==> src/rtl/fpcmp_pkg.sv <==
// Package: shared types for the floating-point compare condition unit.
// Assumes: the outcome encoding below is used consistently by all submodules.
package fpcmp_pkg;

    // Four-way outcome of a quiet comparison
    typedef enum logic [1:0] {
        CMP_LT = 2'd0,
        CMP_EQ = 2'd1,
        CMP_GT = 2'd2,
        CMP_UN = 2'd3
    } cmp_class_t;

    // Predicate code bits: each set bit admits one outcome
    localparam int unsigned PRED_UN_BIT = 0;
    localparam int unsigned PRED_EQ_BIT = 1;
    localparam int unsigned PRED_LT_BIT = 2;
    localparam int unsigned PRED_W      = 3;

    // Single and double precision field widths
    localparam int unsigned SP_EXP_W = 8;
    localparam int unsigned SP_MAN_W = 23;
    localparam int unsigned DP_EXP_W = 11;
    localparam int unsigned DP_MAN_W = 52;

endpackage

==> src/rtl/fpcmp_classify.sv <==
// Module: fpcmp_classify
// Classifies a pair of IEEE-754 values of one format as less, equal,
// greater or unordered (quiet compare). Purely combinational.
// Assumes: operands are raw bit patterns; signed zeros are equal.
module fpcmp_classify
    import fpcmp_pkg::*;
#(
    parameter int unsigned EXP_W = 8,
    parameter int unsigned MAN_W = 23
) (
    input  logic [EXP_W+MAN_W:0] val_a,
    input  logic [EXP_W+MAN_W:0] val_b,
    output cmp_class_t           cls
);
    localparam int unsigned W     = EXP_W + MAN_W + 1;
    localparam int unsigned MAG_W = W - 1;

    logic             sgn_a, sgn_b;
    logic [MAG_W-1:0] mag_a, mag_b;
    logic             nan_a, nan_b;
    logic             both_zero;

    // Split fields and detect NaN and the all-zero magnitude case
    always_comb begin
        sgn_a     = val_a[W-1];
        sgn_b     = val_b[W-1];
        mag_a     = val_a[MAG_W-1:0];
        mag_b     = val_b[MAG_W-1:0];
        nan_a     = (&val_a[MAG_W-1:MAN_W]) && (|val_a[MAN_W-1:0]);
        nan_b     = (&val_b[MAG_W-1:MAN_W]) && (|val_b[MAN_W-1:0]);
        both_zero = (mag_a == '0) && (mag_b == '0);
    end

    // Decide the outcome by NaN, zero, sign and magnitude in that order
    always_comb begin
        if (nan_a || nan_b) begin
            cls = CMP_UN;
        end else if (both_zero || (val_a == val_b)) begin
            cls = CMP_EQ;
        end else if (sgn_a != sgn_b) begin
            cls = sgn_a ? CMP_LT : CMP_GT;
        end else if (!sgn_a) begin
            cls = (mag_a < mag_b) ? CMP_LT : CMP_GT;
        end else begin
            cls = (mag_a > mag_b) ? CMP_LT : CMP_GT;
        end
    end

endmodule

==> src/rtl/fpcmp_predicate.sv <==
// Module: fpcmp_predicate
// Evaluates a 3-bit predicate code against a compare outcome. Each code
// bit admits one outcome (unordered, equal, less); greater is never admitted.
// Assumes: code is already trimmed to its three meaningful bits.
module fpcmp_predicate
    import fpcmp_pkg::*;
(
    input  cmp_class_t        cls,
    input  logic [PRED_W-1:0] code,
    output logic              hit
);
    // Select the admitting code bit for the present outcome
    always_comb begin
        unique case (cls)
            CMP_UN:  hit = code[PRED_UN_BIT];
            CMP_EQ:  hit = code[PRED_EQ_BIT];
            CMP_LT:  hit = code[PRED_LT_BIT];
            default: hit = 1'b0;
        endcase
    end

endmodule

==> src/rtl/fpcmp_status_merge.sv <==
// Module: fpcmp_status_merge
// Builds the new status word: flag into its bit, the bits above the
// preserved low field cleared, the low field copied through.
// Assumes: FLAG_POS lies inside the cleared top field above KEEP_W.
module fpcmp_status_merge #(
    parameter int unsigned SW       = 32,
    parameter int unsigned KEEP_W   = 28,
    parameter int unsigned FLAG_POS = 29
) (
    input  logic          flag,
    input  logic [SW-1:0] word_in,
    output logic [SW-1:0] word_out
);
    // Clear the top field, keep the low field, insert the flag
    always_comb begin
        word_out                = '0;
        word_out[KEEP_W-1:0]    = word_in[KEEP_W-1:0];
        word_out[FLAG_POS]      = flag;
    end

endmodule

==> src/rtl/fpcmp_unit.sv <==
// Module: fpcmp_unit (top)
// Quiet IEEE-754 compare with selectable predicate, single or double
// precision, and status-word rewrite. Both outputs are registered.
// Assumes: synchronous active-low reset; single precision uses op bits 31:0.
module fpcmp_unit
    import fpcmp_pkg::*;
#(
    parameter int unsigned OP_W     = 64,
    parameter int unsigned COND_W   = 4,
    parameter int unsigned SW       = 32,
    parameter int unsigned FLAG_POS = 29,
    parameter int unsigned KEEP_W   = 28
) (
    input  logic              clk,
    input  logic              rst_n,
    input  logic [OP_W-1:0]   op_a,
    input  logic [OP_W-1:0]   op_b,
    input  logic              dbl_sel,
    input  logic [COND_W-1:0] cond_in,
    input  logic [SW-1:0]     status_in,
    output logic              flag_out,
    output logic [SW-1:0]     status_out
);
    localparam int unsigned SP_W = SP_EXP_W + SP_MAN_W + 1;
    localparam int unsigned DP_W = DP_EXP_W + DP_MAN_W + 1;

    cmp_class_t cls_sp, cls_dp, cls_sel;
    logic       hit;
    logic [SW-1:0] word_next;

    fpcmp_classify #(.EXP_W(SP_EXP_W), .MAN_W(SP_MAN_W)) u_cls_sp (
        .val_a (op_a[SP_W-1:0]),
        .val_b (op_b[SP_W-1:0]),
        .cls   (cls_sp)
    );

    fpcmp_classify #(.EXP_W(DP_EXP_W), .MAN_W(DP_MAN_W)) u_cls_dp (
        .val_a (op_a[DP_W-1:0]),
        .val_b (op_b[DP_W-1:0]),
        .cls   (cls_dp)
    );

    // Pick the outcome of the active precision
    always_comb cls_sel = dbl_sel ? cls_dp : cls_sp;

    fpcmp_predicate u_pred (
        .cls  (cls_sel),
        .code (cond_in[PRED_W-1:0]),
        .hit  (hit)
    );

    fpcmp_status_merge #(.SW(SW), .KEEP_W(KEEP_W), .FLAG_POS(FLAG_POS)) u_merge (
        .flag     (hit),
        .word_in  (status_in),
        .word_out (word_next)
    );

    // Register flag and status word; clear both under reset
    always_ff @(posedge clk) begin
        if (!rst_n) begin
            flag_out   <= 1'b0;
            status_out <= '0;
        end else begin
            flag_out   <= hit;
            status_out <= word_next;
        end
    end

    // Assertions guarding the registered outputs

    // Low field of the status word follows its input by one cycle
    assert_low_field_kept_R9: assert property (@(posedge clk) disable iff (!rst_n)
        rst_n |=> status_out[KEEP_W-1:0] == $past(status_in[KEEP_W-1:0]));

    // Flag bit mirrors the flag output and the other top bits stay clear
    assert_flag_bit_mirror_R9: assert property (@(posedge clk) disable iff (!rst_n)
        (status_out[FLAG_POS] == flag_out) &&
        ($countones(status_out[SW-1:KEEP_W]) == 32'(flag_out)));

    // The false predicate never yields a set flag
    assert_false_code_R6: assert property (@(posedge clk) disable iff (!rst_n)
        (cond_in[PRED_W-1:0] == 3'd0) |=> !flag_out);

    // A single-precision NaN under the unordered predicate sets the flag
    assert_sp_nan_unordered_R3: assert property (@(posedge clk) disable iff (!rst_n)
        (!dbl_sel && cond_in[PRED_W-1:0] == 3'd1 &&
         (&op_a[SP_W-2:SP_MAN_W]) && (|op_a[SP_MAN_W-1:0])) |=> flag_out);

    // Signed zeros under the equal predicate set the flag
    assert_sp_zero_equal_R4: assert property (@(posedge clk) disable iff (!rst_n)
        (!dbl_sel && cond_in[PRED_W-1:0] == 3'd2 &&
         op_a[SP_W-2:0] == '0 && op_b[SP_W-2:0] == '0) |=> flag_out);

    // Less and greater-or-equal predicates never hold together
    assert_lt_code_excl_R7: assert property (@(posedge clk) disable iff (!rst_n)
        (cond_in[PRED_W-1:0] == 3'd4 && dbl_sel && op_a == op_b) |=> !flag_out);

endmodule

==> config.mk <==
export PLATFORM = sky130hd
export DESIGN_NAME = fpcmp_unit
export DESIGN_NICKNAME = d
export VERILOG_FILES = /design/src/rtl/fpcmp_pkg.sv /design/src/rtl/fpcmp_classify.sv /design/src/rtl/fpcmp_predicate.sv /design/src/rtl/fpcmp_status_merge.sv /design/src/rtl/fpcmp_unit.sv
export SDC_FILE = /design/constraint.sdc
export NUM_CORES = 1
export LEC_CHECK = 0
export ABC_AREA = 1
export BUFFER_PORTS_ARGS = -buffer_cell sky130_fd_sc_hd__buf_2
export CAP_MARGIN = 25
export CORE_ASPECT_RATIO = 2
export CORE_MARGIN = 2
export CORE_UTILIZATION = 45
export DETAILED_ROUTE_END_ITERATION = 10
export GPL_ROUTABILITY_DRIVEN = 0
export PLACE_DENSITY_LB_ADDON = 0.3
export SYNTH_ARGS = -nofsm -noshare
export SYNTH_HDL_FRONTEND = slang
export SYNTH_SLANG_ARGS = --single-unit
==> constraint.sdc <==
create_clock -name clk -period 1.65 [get_ports clk]
set_input_delay 0.0825 -clock clk [delete_from_list [all_inputs] [get_ports clk]]
set_output_delay 0.0825 -clock clk [all_outputs]
set_load 0.01 [all_outputs]
======== Word-level counts from Yosys, hierarchy flattened ========
Cells that the tools add are included.
cells by class
  eq/ne operators ......................... 6
  multiply operators ...................... 0
  mux-type cells .......................... 16
  add/sub/neg operators ................... 0
  reduce and logical (&&, ||, !) cells .... 23
  bitwise operators ....................... 0
  order comparisons ....................... 4
  divide/modulo/power cells ............... 0
  shift operators ......................... 0
operators by type and width
  kind                number
  $logic_not 63->1    2
  $reduce_or 52->1    2
  $eq 64x64->1        1
  $gt 63x63->1        1
  $lt 63x63->1        1
  $logic_not 31->1    2
  $reduce_or 23->1    2
  $eq 32x32->1        1
  $gt 31x31->1        1
  $lt 31x31->1        1
  $mux 2              15
  $reduce_and 11->1   2
  $reduce_and 8->1    2
  $logic_and 1x1->1   6
  $logic_or 1x1->1    4
  $pmux 1 s3          1
  $eq 2x1->1 const B  1
  $eq 2x2->1 const B  1
  $logic_not 2->1     1
  $ne 1x1->1          2
word-level totals
  latch bits .............................. 0
  register bits ........................... 33
  RAM bits ................................ 0
  memories kept ........................... 0
  output and inout bits ................... 33
  bits in read-only memories .............. 0
  word-level logic and storage cells ...... 52
  bits of input ports ..................... 167

======== Depth between registers and ports, before layout ========
  depth in word-level cells ............... 9
  mapped depth ............................ 19
  gate-level depth less buffers ........... 19

======== Modules after synthesis ========
From an unflattened synthesis, not the netlist that was laid out.
unflattened totals
  cells, all modules ...................... 779
  area total of the unflattened synthesis .. 4813.4 um^2
modules (own cells, without submodules)
  module                      seq. area each (um^2)  times used  cells an instance  area each (um^2)
  fpcmp_classify at u_cls_dp  0.0                    1           409                2304.7
  fpcmp_classify at u_cls_sp  0.0                    1           221                1229.9
  fpcmp_unit                  660.6                  1           110                1008.5
  fpcmp_status_merge          0.0                    1           33                 244.0
  fpcmp_predicate             0.0                    1           6                  26.3

======== Least setup slack after synthesis ========
OpenSTA, ideal clock, no wires.
  path kind ............................... input to register
  from .................................... input op_b[30]
  to ...................................... register flag_out
  setup time .............................. 114 ps
  stages on the path ...................... 15
  buffers on the path ..................... 0
  slack ................................... 196 ps
  data required time ...................... 1536 ps
  data arrival time ....................... 1341 ps
  cells stage by stage .................... inv_1 -> ha_1 -> nand2_1 -> nor2_2 -> nand4_2 -> inv_1 -> nand3_2 -> inv_2 -> nand3_1 -> nand3_1 -> a21oi_1 -> nand2_1 -> nand2_1 -> nand2_1 -> a21oi_2
between the ends
  longest elaborated chain between the ends .. 9
  elaborated cells between the ends (all ways) .. 35
  classes of those cells .................. 4 x order compare; 4 x eq/ne; 14 x mux; 13 x reduce/logical
RTL lines
  element                                     RTL line                                    source
  start: declaration                          fpcmp_unit.sv:17                            input logic [OP_W-1:0] op_b,
  $lt 63x63->1, or another cell as far along  fpcmp_classify.sv:43                        cls = (mag_a < mag_b) ? CMP_LT : CMP_GT;
  $mux 2, on equally long branches            fpcmp_classify.sv:43, fpcmp_classify.sv:45
  $mux 2                                      fpcmp_classify.sv:42                        end else if (!sgn_a) begin
  $mux 2                                      fpcmp_classify.sv:40                        end else if (sgn_a != sgn_b) begin
  $mux 2                                      fpcmp_classify.sv:38                        end else if (both_zero || (val_a == val_b)) begin
  $mux 2                                      fpcmp_classify.sv:36                        if (nan_a || nan_b) begin
  $mux 2 *                                    fpcmp_unit.sv:44                            always_comb cls_sel = dbl_sel ? cls_dp : cls_sp;
  $eq 2x1->1, or another cell as far along    fpcmp_predicate.sv:14                       unique case (cls)
  $pmux 1 s3 *                                fpcmp_predicate.sv:14
  end signal: assignment                      fpcmp_unit.sv:64                            flag_out <= hit;
  end: declaration                            fpcmp_unit.sv:21                            output logic flag_out,
Every way passes the cells marked *; elsewhere a longest branch is shown, timed or not.
A chain may end at the register's enable or synchronous reset.

======== Final worst setup path ========
  from .................................... input op_b[10]
  to ...................................... register flag_out
The elaborated chain is that of the path after synthesis.

==> results.md <==
- The critical path starts at op_b[10].
- The combined flip-flop and latch cell area is 581 µm².
- The HPWL after detailed placement is 8.68 mm.
- Clock tree synthesis inserted a total of 5 buffers.
- STA classifies the critical path endpoint as a flip-flop.
- Counting distinct cell types in the post-synthesis netlist gives 28.
- On the critical path the largest part of the delay comes from simple AND/OR/NAND/NOR gates.
- For this run, the register share of the synthesized area comes to 17.0%.
- The via count of the first global-routing pass is 4097.
- On the worst path, the slowest cell contributes a delay of 0.30 ns.
- Counting the fill cells in the layout gives 709.
- The maximum vdd drop is 0.408 mV.
- Summing every instance area after synthesis gives 0.00342 mm².
- The number of failing setup endpoints in the final timing report is 0.
- The final layout contains routed wiring with a total length of 10.0 mm.
- The clock root buffer is sky130_fd_sc_hd__clkbuf_16.
- The CTS sink count is 29.
- The number of endpoints with negative hold slack in the final report is 0.
- The final critical path takes up 90.1% of the cycle.
- The power after layout is 2.77 mW.
- For this run, the number of Yosys warnings is 0.
- The cell with the most instances on the worst path is sky130_fd_sc_hd__nand2_1.
- The largest total area in the synthesized netlist belongs to sky130_fd_sc_hd__ha_1.
- The type of origin of the critical path is an input pin.
- The clock passes through at most 2 buffers.
- The slowest stage of the critical path is the sky130_fd_sc_hd__nor3_1 cell.
- The path type of the worst setup path is input pin to flip-flop.
- The die is 127 µm tall.
- The flow ran to the end, and the final reports show no timing, DRC or antenna violations.
- The setup TNS is 0 ns.
- The worst path needs 1.49 ns of the cycle, external delays included.
- The signal on the critical path passes through buf_2 -> inv_1 -> ha_1 -> nand2_1 -> inv_2 -> nand2_1 -> nor3_1 -> nand3_2 -> inv_2 -> nand3_1 -> nand3_1 -> a21oi_2 -> nand2_1 -> nand2_1 -> nand2_1 -> a21oi_2.
- The arrival time reported for the critical path endpoint is 1.65 ns.
- The initial antenna violation count is 0.
- The cell count after synthesis is 572.
- By count the netlist is led by sky130_fd_sc_hd__nand2_1, sky130_fd_sc_hd__inv_1, sky130_fd_sc_hd__nor2_1.
- In this run, synthesis produced a sequential element count of 29.
- The die is 65.7 µm wide.
- The signed area change from the synthesized netlist to the final layout is 48.4%.
- The floorplan step defined a die boundary enclosing 0.00837 mm².
- The number of max-cap violations is 0.
- By area the synthesized netlist is led by sky130_fd_sc_hd__ha_1, sky130_fd_sc_hd__nand2_1, sky130_fd_sc_hd__dfxtp_1, sky130_fd_sc_hd__inv_1, sky130_fd_sc_hd__nor2_1.
- The number of max-slew violations in the final report came to 0.
- The highest clock rate is 0.673 GHz.
- Among all flip-flop cells after synthesis, the most frequent one is sky130_fd_sc_hd__dfxtp_1.
- The library cell with the highest instance count after synthesis is sky130_fd_sc_hd__nand2_1.
- Clock-pin slew was measured on the worst setup and hold paths at 0.05 ns.
- The first-pass GRT wire length is 16.3 mm.
- The initialized floorplan defines 45 standard-cell rows.
- The area of the multi-input gates is 0.00235 mm².
- The number of buffer and inverter instances along the worst setup path is 4.
- The critical path required time is 1.81 ns.
- Buffers added to address setup during post-CTS repair amount to 0.
- The total track usage is 23.6%.
- Along the worst path, the maximum fanout reaches 3.
- The detail route stage leaves a number of antenna-violating nets equal to 0.
- After global routing the overflow that remains totals 0.
- The clock tree from TritonCTS is built.
- Entering global routing, the biggest net connects 30 pins.
- Once the floorplan was initialized, standard cells occupied 45.7% of the core.
- Input and output buffers added on the ports amount to 191.
- After detailed routing, the average wire length per cell comes to 11.0 µm.
- Final hold analysis gives a worst-case slack of 0.00377 ns.
- For this block, the initial DRC count from the detailed router was 175.
- The total DRC errors in the routed layout is 0.
- The path category of the worst min-delay check is input pin to flip-flop.
- A synthesized cell averages 5.99 µm².
- The critical path capture point is flag_out$_SDFF_PN0_.
- The number of top-level design ports is 200.
- The area of the core is 0.00749 mm².
- In the synthesized netlist the async set-or-reset flop fraction comes to 0%.
- The total number of vias is 4236.
- At the end of the flow, the number of nets in the layout was 1048.
- The total inserted antenna cells is 0.
- The first detailed-routing pass took 4 iterations.
- Power spread over the standard cell area amounts to 546 mW/mm².
- The critical path depth in cells is 16.
- Of the cells placed in the final design, the portion with a size suffix greater than 1 is 34.2%.
- Counting flops with a built-in enable in the synthesized netlist gives 0.
- Dividing the detail-routed via count by the number of cells gives 4.64.
- The fraction of synthesized cell area taken by the top area cell type is 23.0%.
- The number of levels in the clock H-tree is 2.
- The leakage power of the design is 3.19 nW.
-- power breakdown --
| part | internal (mW) | switching (mW) |
|---|---|---|
| Sequential | 0.740 | 0.0101 |
| Combinational | 0.477 | 0.500 |
| Clock | 0.752 | 0.296 |
-- worst min-delay path by stage --
| stage | startpoint | to | cells past startpoint | slack (ns) |
|---|---|---|---|---|
| floorplan | status_in[16] | status_out[16]$_SDFF_PN0_ | 2 | 0.18 |
| global placement | status_in[8] | status_out[8]$_SDFF_PN0_ | 3 | 0.26 |
| finish | status_in[27] | status_out[27]$_SDFF_PN0_ | 3 | 0.004 |
| global route | status_in[5] | status_out[5]$_SDFF_PN0_ | 3 | 0.002 |
| CTS | status_in[26] | status_out[26]$_SDFF_PN0_ | 3 | 0.0004 |
| detailed placement | status_in[19] | status_out[19]$_SDFF_PN0_ | 3 | 0.27 |
-- cells in the final DEF, fill, tap and decap left out, drive strengths merged --
master | netlist | routed
xor2 | 1 | 1
nand4 | 24 | 24
nor3 | 21 | 21
conb | 1 | 3
nor2 | 76 | 76
dlygate4sd3 | 0 | 11
nor2b | 1 | 1
dfxtp | 29 | 29
nor4 | 3 | 3
bufinv | 0 | 1
inv | 128 | 128
nor3b | 2 | 2
ha | 63 | 63
a21oi | 27 | 27
clkbuf | 2 | 7
a21o | 4 | 4
nand3 | 16 | 16
nand2 | 165 | 165
o21ai | 4 | 4
buf | 5 | 233
-- cell families after synthesis --
family	Yosys count	synth area share (%)
other	1	0.110
AO/OA/AOI/OAI	35	5.63
flip-flops	29	17.0
AND/OR/NAND/NOR	308	38.8
XOR/XNOR	1	0.256
buffers and inverters	135	15.2
adder cells (fa/ha/maj)	63	23.0
-- metal layers --
layer  global-route usage [%]  vias up  wire length (µm)
met4                     5.27        0               148
met3                     3.26       12               549
li1                         -     2274                 -
met5                        0        -                 0
met2                     44.4      130              5070
met1                     27.3     1820              4250
-- sequential cells by signal (all words and copies together) (netlist names) --
name,flops
flag_out,1
status_out,28
-- final cells by class --
| cell class | count | area share [%] |
|---|---|---|
| multi-input combinational | 410 | 46.2 |
| clock inverter | 1 | 0.591 |
| inverter | 128 | 9.46 |
| sequential | 29 | 11.4 |
| clock buffer | 7 | 2.81 |
| tap | 94 | 2.31 |
| timing repair buffer | 244 | 27.2 |
-- metrics by stage --
step / util (%) / setup WS (ns) / area [µm²] / instances
floorplan: - / 0.196 / 3430 / 574
global placement: 63.8 / -0.0660 / 4780 / 894
detailed placement: 63.8 / -0.0784 / 4780 / 894
CTS: 67.6 / 0.199 / 5060 / 913
global route: 67.9 / -0.0186 / 5080 / 913
finish: 67.9 / 0.163 / 5080 / 913
-- repair_timing --
item                                    CTS  global route
hold buffers                             11             0
endpoints found under the setup margin    0             1
endpoints found under the hold margin    11             0
resized for setup                         0             3
No activity file was read; power rests on OpenSTA's default activity.
